`src/rtl/exc_pkg.sv`:
```
package exc_pkg;

  localparam int NSRC = 6;

  // Request slots, lowest index wins
  localparam int SLOT_IRQ    = 0;
  localparam int SLOT_REFILL = 1;
  localparam int SLOT_INV    = 2;
  localparam int SLOT_MOD    = 3;
  localparam int SLOT_OVF    = 4;
  localparam int SLOT_SYS    = 5;

  typedef enum logic [4:0] {
    EXC_INT        = 5'd0,
    EXC_TLB_MOD    = 5'd1,
    EXC_TLB_REFILL = 5'd2,
    EXC_TLB_INV    = 5'd3,
    EXC_SYSCALL    = 5'd8,
    EXC_OVF        = 5'd12
  } exc_code_e;

  typedef struct packed {
    logic prev_user;
    logic prev_ie;
    logic cur_user;
    logic cur_ie;
  } mode_stack_t;

  function automatic exc_code_e slot_code(input int s);
    case (s)
      SLOT_IRQ:    return EXC_INT;
      SLOT_REFILL: return EXC_TLB_REFILL;
      SLOT_INV:    return EXC_TLB_INV;
      SLOT_MOD:    return EXC_TLB_MOD;
      SLOT_OVF:    return EXC_OVF;
      default:     return EXC_SYSCALL;
    endcase
  endfunction

endpackage

```
`src/rtl/exc_cause_sel.sv`:
```
module exc_cause_sel
  import exc_pkg::*;
#(
  parameter int N = NSRC
) (
  input  logic         clk,
  input  logic         rst_n,
  input  logic [N-1:0] req,
  output logic [N-1:0] grant,
  output logic         any,
  output exc_code_e    code
);

  // blocked[i] is set when a higher-priority slot is requesting
  logic [N:0] blocked;
  assign blocked[0] = 1'b0;

  for (genvar i = 0; i < N; i++) begin : g_pri
    assign grant[i]     = req[i] & ~blocked[i];
    assign blocked[i+1] = blocked[i] | req[i];
  end

  assign any = blocked[N];

  always_comb begin
    code = EXC_INT;
    for (int i = 0; i < N; i++) begin
      if (grant[i]) code = slot_code(i);
    end
  end

  AST_GRANT_SINGLE: assert property (@(posedge clk) disable iff (!rst_n)
    (|req) |-> ($countones(grant) == 1)) else $error("grant not single");
  AST_GRANT_SUBSET: assert property (@(posedge clk) disable iff (!rst_n)
    (grant & ~req) == '0) else $error("grant without request");

endmodule

```
`src/rtl/exc_status_regs.sv`:
```
module exc_status_regs
  import exc_pkg::*;
#(
  parameter int PC_W = 32
) (
  input  logic            clk,
  input  logic            rst_n,
  input  logic            take,
  input  logic            ret,
  input  logic            st_wr,
  input  mode_stack_t     st_data,
  input  logic [PC_W-1:0] entry_pc,
  input  logic            entry_bd,
  input  exc_code_e       entry_code,
  output mode_stack_t     stk,
  output logic [PC_W-1:0] epc_q,
  output exc_code_e       cause_q,
  output logic            bd_q
);

  always_ff @(posedge clk or negedge rst_n) begin
    if (!rst_n) begin
      stk     <= '0;
      epc_q   <= '0;
      cause_q <= EXC_INT;
      bd_q    <= 1'b0;
    end else if (take) begin
      stk.prev_user <= stk.cur_user;
      stk.prev_ie   <= stk.cur_ie;
      stk.cur_user  <= 1'b0;
      stk.cur_ie    <= 1'b0;
      epc_q         <= entry_pc;
      cause_q       <= entry_code;
      bd_q          <= entry_bd;
    end else if (ret) begin
      stk.cur_user <= stk.prev_user;
      stk.cur_ie   <= stk.prev_ie;
    end else if (st_wr) begin
      stk <= st_data;
    end
  end

  AST_ENTRY_KERNEL: assert property (@(posedge clk) disable iff (!rst_n)
    take |=> (!stk.cur_user && !stk.cur_ie)) else $error("entry not kernel");
  AST_ENTRY_PUSH: assert property (@(posedge clk) disable iff (!rst_n)
    take |=> (stk.prev_user == $past(stk.cur_user) && stk.prev_ie == $past(stk.cur_ie)))
    else $error("entry push lost");
  AST_RET_POP: assert property (@(posedge clk) disable iff (!rst_n)
    (ret && !take) |=> (stk.cur_user == $past(stk.prev_user) && stk.cur_ie == $past(stk.prev_ie)))
    else $error("return pop wrong");
  AST_RET_EPC_HOLD: assert property (@(posedge clk) disable iff (!rst_n)
    (ret && !take) |=> $stable(epc_q)) else $error("epc moved on return");
  AST_IDLE_HOLD: assert property (@(posedge clk) disable iff (!rst_n)
    (!take && !ret && !st_wr) |=> ($stable(stk) && $stable(epc_q) && $stable(bd_q)))
    else $error("state moved while idle");

endmodule

```
`src/rtl/exc_vector_sel.sv`:
```
module exc_vector_sel #(
  parameter int          PC_W     = 32,
  parameter logic [31:0] VEC_BASE = 32'h8000_0000,
  parameter logic [31:0] GEN_OFS  = 32'h0000_0080
) (
  input  logic            clk,
  input  logic            rst_n,
  input  logic            take,
  input  logic            ret,
  input  logic            refill,
  input  logic [PC_W-1:0] epc_q,
  output logic            rd_valid,
  output logic [PC_W-1:0] rd_pc
);

  localparam logic [PC_W-1:0] VEC_REFILL  = PC_W'(VEC_BASE);
  localparam logic [PC_W-1:0] VEC_GENERAL = PC_W'(VEC_BASE + GEN_OFS);

  always_comb begin
    rd_valid = take | ret;
    if (take) rd_pc = refill ? VEC_REFILL : VEC_GENERAL;
    else      rd_pc = epc_q;
  end

  AST_VEC_REFILL: assert property (@(posedge clk) disable iff (!rst_n)
    (take && refill) |-> (rd_pc == VEC_REFILL)) else $error("refill vector");
  AST_RET_TARGET: assert property (@(posedge clk) disable iff (!rst_n)
    (ret && !take) |-> (rd_pc == epc_q)) else $error("return target");

endmodule

```
`src/rtl/exc_entry_ctrl.sv`:
```
module exc_entry_ctrl
  import exc_pkg::*;
#(
  parameter int          PC_W       = 32,
  parameter int          N_IRQ      = 6,
  parameter int          INSN_BYTES = 4,
  parameter logic [31:0] VEC_BASE   = 32'h8000_0000,
  parameter logic [31:0] GEN_OFS    = 32'h0000_0080
) (
  input  logic             clk,
  input  logic             rst_n,
  input  logic             wb_valid,
  input  logic [PC_W-1:0]  wb_pc,
  input  logic             wb_in_dslot,
  input  logic             wb_rf_we,
  input  logic             wb_eret,
  input  logic             wb_st_wr,
  input  logic [3:0]       wb_st_data,
  input  logic             wb_tlb_refill,
  input  logic             wb_tlb_invalid,
  input  logic             wb_tlb_modified,
  input  logic             wb_overflow,
  input  logic             wb_syscall,
  input  logic [N_IRQ-1:0] irq_lines,
  output logic             rf_we_commit,
  output logic             squash,
  output logic             redirect_valid,
  output logic [PC_W-1:0]  redirect_pc,
  output logic             user_mode,
  output logic             int_enable,
  output logic             prev_user_mode,
  output logic             prev_int_enable,
  output logic [PC_W-1:0]  epc,
  output logic [4:0]       cause_code,
  output logic             bd_flag
);

  localparam logic [PC_W-1:0] SLOT_BYTES = PC_W'(INSN_BYTES);

  mode_stack_t       stk;
  logic [NSRC-1:0]   req, grant;
  logic              take, ret, irq_hit;
  exc_code_e         code, cause_q;
  logic [PC_W-1:0]   entry_pc, epc_q;
  logic              bd_q;

  assign irq_hit = wb_valid & stk.cur_ie & (|irq_lines);

  always_comb begin
    req              = '0;
    req[SLOT_IRQ]    = irq_hit;
    req[SLOT_REFILL] = wb_valid & wb_tlb_refill;
    req[SLOT_INV]    = wb_valid & wb_tlb_invalid;
    req[SLOT_MOD]    = wb_valid & wb_tlb_modified;
    req[SLOT_OVF]    = wb_valid & wb_overflow;
    req[SLOT_SYS]    = wb_valid & wb_syscall;
  end

  exc_cause_sel #(.N(NSRC)) u_sel (
    .clk   (clk),
    .rst_n (rst_n),
    .req   (req),
    .grant (grant),
    .any   (take),
    .code  (code)
  );

  assign ret      = wb_valid & wb_eret & ~take;
  assign entry_pc = wb_in_dslot ? (wb_pc - SLOT_BYTES) : wb_pc;

  exc_status_regs #(.PC_W(PC_W)) u_regs (
    .clk        (clk),
    .rst_n      (rst_n),
    .take       (take),
    .ret        (ret),
    .st_wr      (wb_valid & wb_st_wr),
    .st_data    (mode_stack_t'(wb_st_data)),
    .entry_pc   (entry_pc),
    .entry_bd   (wb_in_dslot),
    .entry_code (code),
    .stk        (stk),
    .epc_q      (epc_q),
    .cause_q    (cause_q),
    .bd_q       (bd_q)
  );

  exc_vector_sel #(
    .PC_W     (PC_W),
    .VEC_BASE (VEC_BASE),
    .GEN_OFS  (GEN_OFS)
  ) u_vec (
    .clk      (clk),
    .rst_n    (rst_n),
    .take     (take),
    .ret      (ret),
    .refill   (grant[SLOT_REFILL]),
    .epc_q    (epc_q),
    .rd_valid (redirect_valid),
    .rd_pc    (redirect_pc)
  );

  assign squash          = take | ret;
  assign rf_we_commit    = wb_valid & wb_rf_we & ~take;
  assign user_mode       = stk.cur_user;
  assign int_enable      = stk.cur_ie;
  assign prev_user_mode  = stk.prev_user;
  assign prev_int_enable = stk.prev_ie;
  assign epc             = epc_q;
  assign cause_code      = cause_q;
  assign bd_flag         = bd_q;

  AST_NO_COMMIT_ON_TRAP: assert property (@(posedge clk) disable iff (!rst_n)
    redirect_valid && !wb_eret |-> !rf_we_commit) else $error("write on trap");
  AST_IRQ_MASKED: assert property (@(posedge clk) disable iff (!rst_n)
    (!int_enable && !wb_tlb_refill && !wb_tlb_invalid && !wb_tlb_modified
     && !wb_overflow && !wb_syscall && !wb_eret) |-> !redirect_valid)
    else $error("masked irq taken");
  AST_IDLE_NO_REDIRECT: assert property (@(posedge clk) disable iff (!rst_n)
    !wb_valid |-> (!redirect_valid && !squash && !rf_we_commit))
    else $error("activity without valid");
  AST_DSLOT_EPC: assert property (@(posedge clk) disable iff (!rst_n)
    (redirect_valid && !wb_eret && wb_in_dslot) |=> (bd_flag && epc == $past(wb_pc) - SLOT_BYTES))
    else $error("delay slot epc");

endmodule

```
`config.mk`:
```
export PLATFORM = sky130hd
export DESIGN_NAME = exc_entry_ctrl
export DESIGN_NICKNAME = d
export VERILOG_FILES = /design/src/rtl/exc_pkg.sv /design/src/rtl/exc_cause_sel.sv /design/src/rtl/exc_status_regs.sv /design/src/rtl/exc_vector_sel.sv /design/src/rtl/exc_entry_ctrl.sv
export SDC_FILE = /design/constraint.sdc
export NUM_CORES = 1
export LEC_CHECK = 0
export ABC_AREA = 1
export ABC_CLOCK_PERIOD_IN_PS = 1750
export BUFFER_PORTS_ARGS = -buffer_cell sky130_fd_sc_hd__buf_2
export CAP_MARGIN = 15
export CELL_PAD_IN_SITES_DETAIL_PLACEMENT = 1
export CELL_PAD_IN_SITES_GLOBAL_PLACEMENT = 2
export CORE_UTILIZATION = 22
export CTS_BUF_LIST = sky130_fd_sc_hd__clkbuf_4
export DETAILED_ROUTE_END_ITERATION = 12
export HOLD_SLACK_MARGIN = 0.02
export MAX_ROUTING_LAYER = met4
export PLACE_DENSITY = 0.86
export SLEW_MARGIN = 15
export SYNTH_ARGS = -nofsm -noshare
export SYNTH_HDL_FRONTEND = slang
export SYNTH_SLANG_ARGS = --single-unit
```
`constraint.sdc`:
```
create_clock -name clk -period 1.75 [get_ports clk]
set_clock_uncertainty 0.2 [all_clocks]
set_input_delay 0.35 -clock clk [delete_from_list [all_inputs] [get_ports clk]]
set_output_delay 0.35 -clock clk [all_outputs]
set_load 0.1 [all_outputs]
```
# == Word level (Yosys, flattened, before mapping) ==
# Index checks and enable logic that the tools add are counted.
# totals
reg_bits,42
# classes
muxes,12
n_reduce_logical,4
eq_ne,1
n_bitwise,29
addsub,1
# ops
op,n
32-bit 2-to-1 mux,2
"32-bit by 3-bit subtractor with 32-bit output, second input constant",1
1-bit AND,17
4-bit 2-to-1 mux,4
2-bit 2-to-1 mux,5
8-bit 2-to-1 mux,1
1-bit inverter,6
1-bit bitwise OR,6
6-bit OR reduction,1
3-bit nonzero test,1
"2-bit inequality test, second input constant",1
2-bit AND reduction,1
2-bit nonzero test,1

# == Depth between registers and ports, before layout ==
# logic_depth
ltp_word,11
depth_mapped,13
depth_no_buf,13

# == Modules after synthesis ==
# Synthesis repeated with hierarchy kept, for this count alone.
# unflattened
hier_cells,490
hier_area_um2,3103.0
# by_module_without_submodules
mod,area_per_inst_um2,cells_each,seq_area_each_um2,n_inst
exc_status_regs,1684.1,196,1051.0,1
exc_entry_ctrl,1002.2,201,0.0,1
exc_vector_sel,301.5,71,0.0,1
exc_cause_sel,115.1,22,0.0,1

# == Least setup slack after synthesis ==
# OpenSTA, ideal clock, no wires.
# synth_path
kind,reg-to-output
startpoint,register u_regs.stk[0] (netlist name)
endpoint,output port squash
stages_incl_launch_ff,10
n_path_buf,3
arrival_time_ns,2.700
slack_ns,-1.500
path_cell_list,dfrtp_1 -> nand2_1 -> inv_1 -> nand2_2 -> nand3_2 -> nor2_2 -> buf_4 -> buf_6 -> nand2_1 -> buf_4
# synth_between
elab_chain_len,10
# synth_rtl
element,line,rtl
1-bit AND (*) (2 in series),exc_entry_ctrl.sv:47,assign irq_hit = wb_valid & stk.cur_ie & (|irq_lines);
1-bit bitwise OR (*) (5 in series),exc_cause_sel.sv:20,assign blocked[i+1] = blocked[i] | req[i];
1-bit inverter,exc_entry_ctrl.sv:68,assign ret = wb_valid & wb_eret & ~take;
1-bit AND,exc_entry_ctrl.sv:68,
1-bit bitwise OR (*),-,
to (decl),exc_entry_ctrl.sv:26,"output logic squash,"
# Every way passes the cells marked *; elsewhere a longest branch is shown, timed or not.

# == Final worst setup path ==
# layout_path
startpoint,register u_regs.stk[0] (netlist name)
endpoint,output port redirect_pc[17]
# layout_between
elab_chain_len,8
# layout_rtl
element,line,rtl
1-bit AND (2 in series),exc_entry_ctrl.sv:47,
1-bit bitwise OR (5 in series),exc_cause_sel.sv:20,
32-bit 2-to-1 mux,exc_vector_sel.sv:21,if (take) rd_pc = refill ? VEC_REFILL : VEC_GENERAL;
to (decl),exc_entry_ctrl.sv:28,"output logic [PC_W-1:0] redirect_pc,"
# Every way passes these cells.

==> reports/summary.txt <==
N_diodes = 0
Hold slack = 0.0788 ns
Iteration-0 DRC count of the detailed router = 118
Dpl cells = 764
P&R area growth vs syn = 105%
IO Port Bufs = 129
Flop2flop setup slack = -0.56 ns
Clock buffer depth = 2
Critical-path maximum fanout = 5
Htree depth = 2
Total wire length = 12600 µm
Final min period = 2.48 ns
Non-filler cells in the finished layout = 809
Full die area = 13300 µm²
FF+latch count, synth = 41
Final HPWL DP = 9140 µm
Max layer used = met4
Wire length on met2 = 6930 µm
Worst VDD drop = 0.000322 V
Synth area leaders = dfrtp_1 36%, nand2_1 16%, inv_1 8.6%
Pwr dens = 801 nW/µm²
Met3 wire length = 436 µm
Startpoint types = flip-flop
Hold crit path type = in2reg
Antenna-violating nets left = 0
Initial antenna violation count = 0
Mapped Cells = 406
Pleak = 0.00278 µW
Synth unique cells = 35
Worst endpoint data arrival time = 1.93 ns
Netlist Area Pre-Place = 2830 µm²
# setup viols final = 74
Critical Setup Path Class = reg2out
Top cell type by total area after synthesis = dfrtp_1
Final Max Tran Viols = 0
GRT Total Usage = 0.198
Synthesized area per cell = 6.97 µm²
Tot Pwr = 4650 µW
Placed Area = 4890 µm²
Number of CTS-inserted buffers = 5
Cell count of the worst reg-to-reg path = 12
Nets = 691
First-pass detailed-route iteration total = 6
CTS tree = yes
Ys Warns = 0
Status = finished, violations left
Ports = 131
Layout cell share with drive strength beyond 1 = 0.516
Yosys top cell area share = 0.363
Worst EP required = 1.20 ns
Largest net degree at the start of global routing = 42
Nature of the critical path endpoint = output pin
Clk root buf = clkbuf_4
RSZ-0062 raised after global routing = yes
Worst hold endpoint = u_regs.cause_q[1]$_DFFE_PN0P_
Finished Core Util = 0.462
Max Cap Viol = 0
Worst r2r src = u_regs.stk[0]$_DFFE_PN0P_
Starting Density = 0.225
RD Place Congestion = 0.870
Wire per inst = 15.5 µm
Reg clk slew, reported paths = 0.13 ns
DIE HEIGHT = 115 µm
Syn Nets = 461
Die W = 115 µm
Core ar. = 12600 µm²
Vias = 3499
Cell area after layout = 5810 µm²
HP Start = wb_tlb_invalid
Failing checks = negative setup slack
Clock sink total = 41
GRT overflow = 0
Hold depth = 3
Final hold vios = 0
Clock Latency Late Sink = 0.37 ns
Register area share after synthesis = 0.363
Residual DRC = 0
Max frequency = 0.404 GHz
Worst setup margin = -0.728 ns
Placement row count = 41
DR vias/cell = 4.33
First-pass GRT wire length = 19300 µm
Number of global-route vias before repair = 3840
Reg-to-Reg End = u_regs.epc_q[23]$_DFFE_PN0P_
Wl on met1 = 5060 µm
Final period utilization = 1.42
## power by group
group | total [µW] | internal, µW | switching, µW
Clock | 670 | 315 | 355
Sequential | 1170 | 1060 | 112
Combinational | 2810 | 877 | 1930
## cells in the final DEF, fill, tap and decap left out, types with 21 or more instances in the layout
cell	synthesis	layout
buf_2	3	53
nand2_1	117	95
inv_1	65	46
nor2_4	6	21
buf_6	2	25
nor2_1	47	37
nand3_1	22	21
buf_4	4	103
buf_12	0	42
dfrtp_1	41	40
## cell usage after synthesis
| cell type | n |
|---|---|
| nor4_1 | 3 |
| xnor2_1 | 6 |
| buf_2 | 3 |
| ha_1 | 1 |
| nor2_8 | 1 |
| inv_1 | 65 |
| nand3_4 | 2 |
| o21ai_0 | 20 |
| o21bai_1 | 4 |
| nor2_2 | 10 |
| nand3_2 | 4 |
| xor2_1 | 7 |
| nand2_2 | 3 |
| buf_4 | 4 |
| buf_6 | 2 |
| clkbuf_8 | 1 |
| clkbuf_1 | 2 |
| dfrtp_1 | 41 |
| nor3_1 | 7 |
| nand4_1 | 8 |
| conb_1 | 1 |
| nand3b_1 | 4 |
| o21ai_1 | 4 |
| nand4_4 | 1 |
| a31o_2 | 2 |
| inv_2 | 2 |
| nor2_4 | 6 |
| o211ai_1 | 1 |
| clkinv_1 | 1 |
| or2_1 | 1 |
| nand2_1 | 117 |
| nand4_2 | 1 |
| a21oi_1 | 2 |
| nor2_1 | 47 |
| nand3_1 | 22 |
## worst max path at each step
stage                                          from               to  slack (ns)  depth (start not counted)
final                     u_regs.stk[0]$_DFFE_PN0P_  redirect_pc[17]       -0.73                         11
after global routing      u_regs.stk[0]$_DFFE_PN0P_  redirect_pc[17]       -0.81                         11
after CTS                 u_regs.stk[0]$_DFFE_PN0P_  redirect_pc[17]       -0.77                         11
after detailed placement               irq_lines[3]   redirect_pc[5]       -0.43                         10
after global placement                 irq_lines[3]  redirect_pc[10]       -0.37                         10
after floorplan           u_regs.stk[0]$_DFFE_PN0P_  redirect_pc[10]       -0.60                          9
## worst max-delay path, stage by stage, from the launching register on
cell and delay (ns):
dfrtp_4 0.52, nand2_2 0.07, inv_2 0.04, nand2_4 0.06, nand3_4 0.08, nor2_4 0.12, buf_6 0.13, buf_12 0.11
buf_8 0.12, nand2_4 0.06, clkinvlp_4 0.08, buf_12 0.16
## registers in the layout, indices dropped and copies added, names as in the netlist
name,flops
u_regs.bd_q,1
u_regs.epc_q,32
u_regs.stk,4
u_regs.cause_q,4
## layout make-up
class,instances,area (µm²)
multi-input combinational,285,1820
fill,1512,6760
timing repair buffer,235,2340
tap,172,215
sequential,41,1030
inverter,68,323
clock buffer,6,45.0
clock inverter,2,35.0
## routing by layer
metal	GRT usage	up-vias
met3	0.0274	11
met2	0.373	83
met5	-	-
met4	0.0494	0
met1	0.218	1685
li1	-	1720
## per-stage QoR
step,setup WS [ns],TNS (ns)
after floorplan,-0.600,-20.45
after global placement,-0.369,-14.36
after detailed placement,-0.433,-17.58
after CTS,-0.773,-32.20
after global routing,-0.813,-41.33
final,-0.728,-35.23
## kinds of logic after synthesis
family	share of synthesized area
simple gates	0.404
buf+inv	0.122
flops	0.363
compound gates	0.0655
xor+xnor	0.0402
fa+ha+maj	0.00442
other cells	0.00133
## repair_timing
item,in CTS,in global routing
setup endpoints to repair,87,77
gates resized for setup,117,28
endpoints found under the hold margin,44,0
hold buffers,4,0
cloned,3,1
setup buffers,24,9
pin swaps,5,2
No activity file was read; power rests on OpenSTA's default activity.
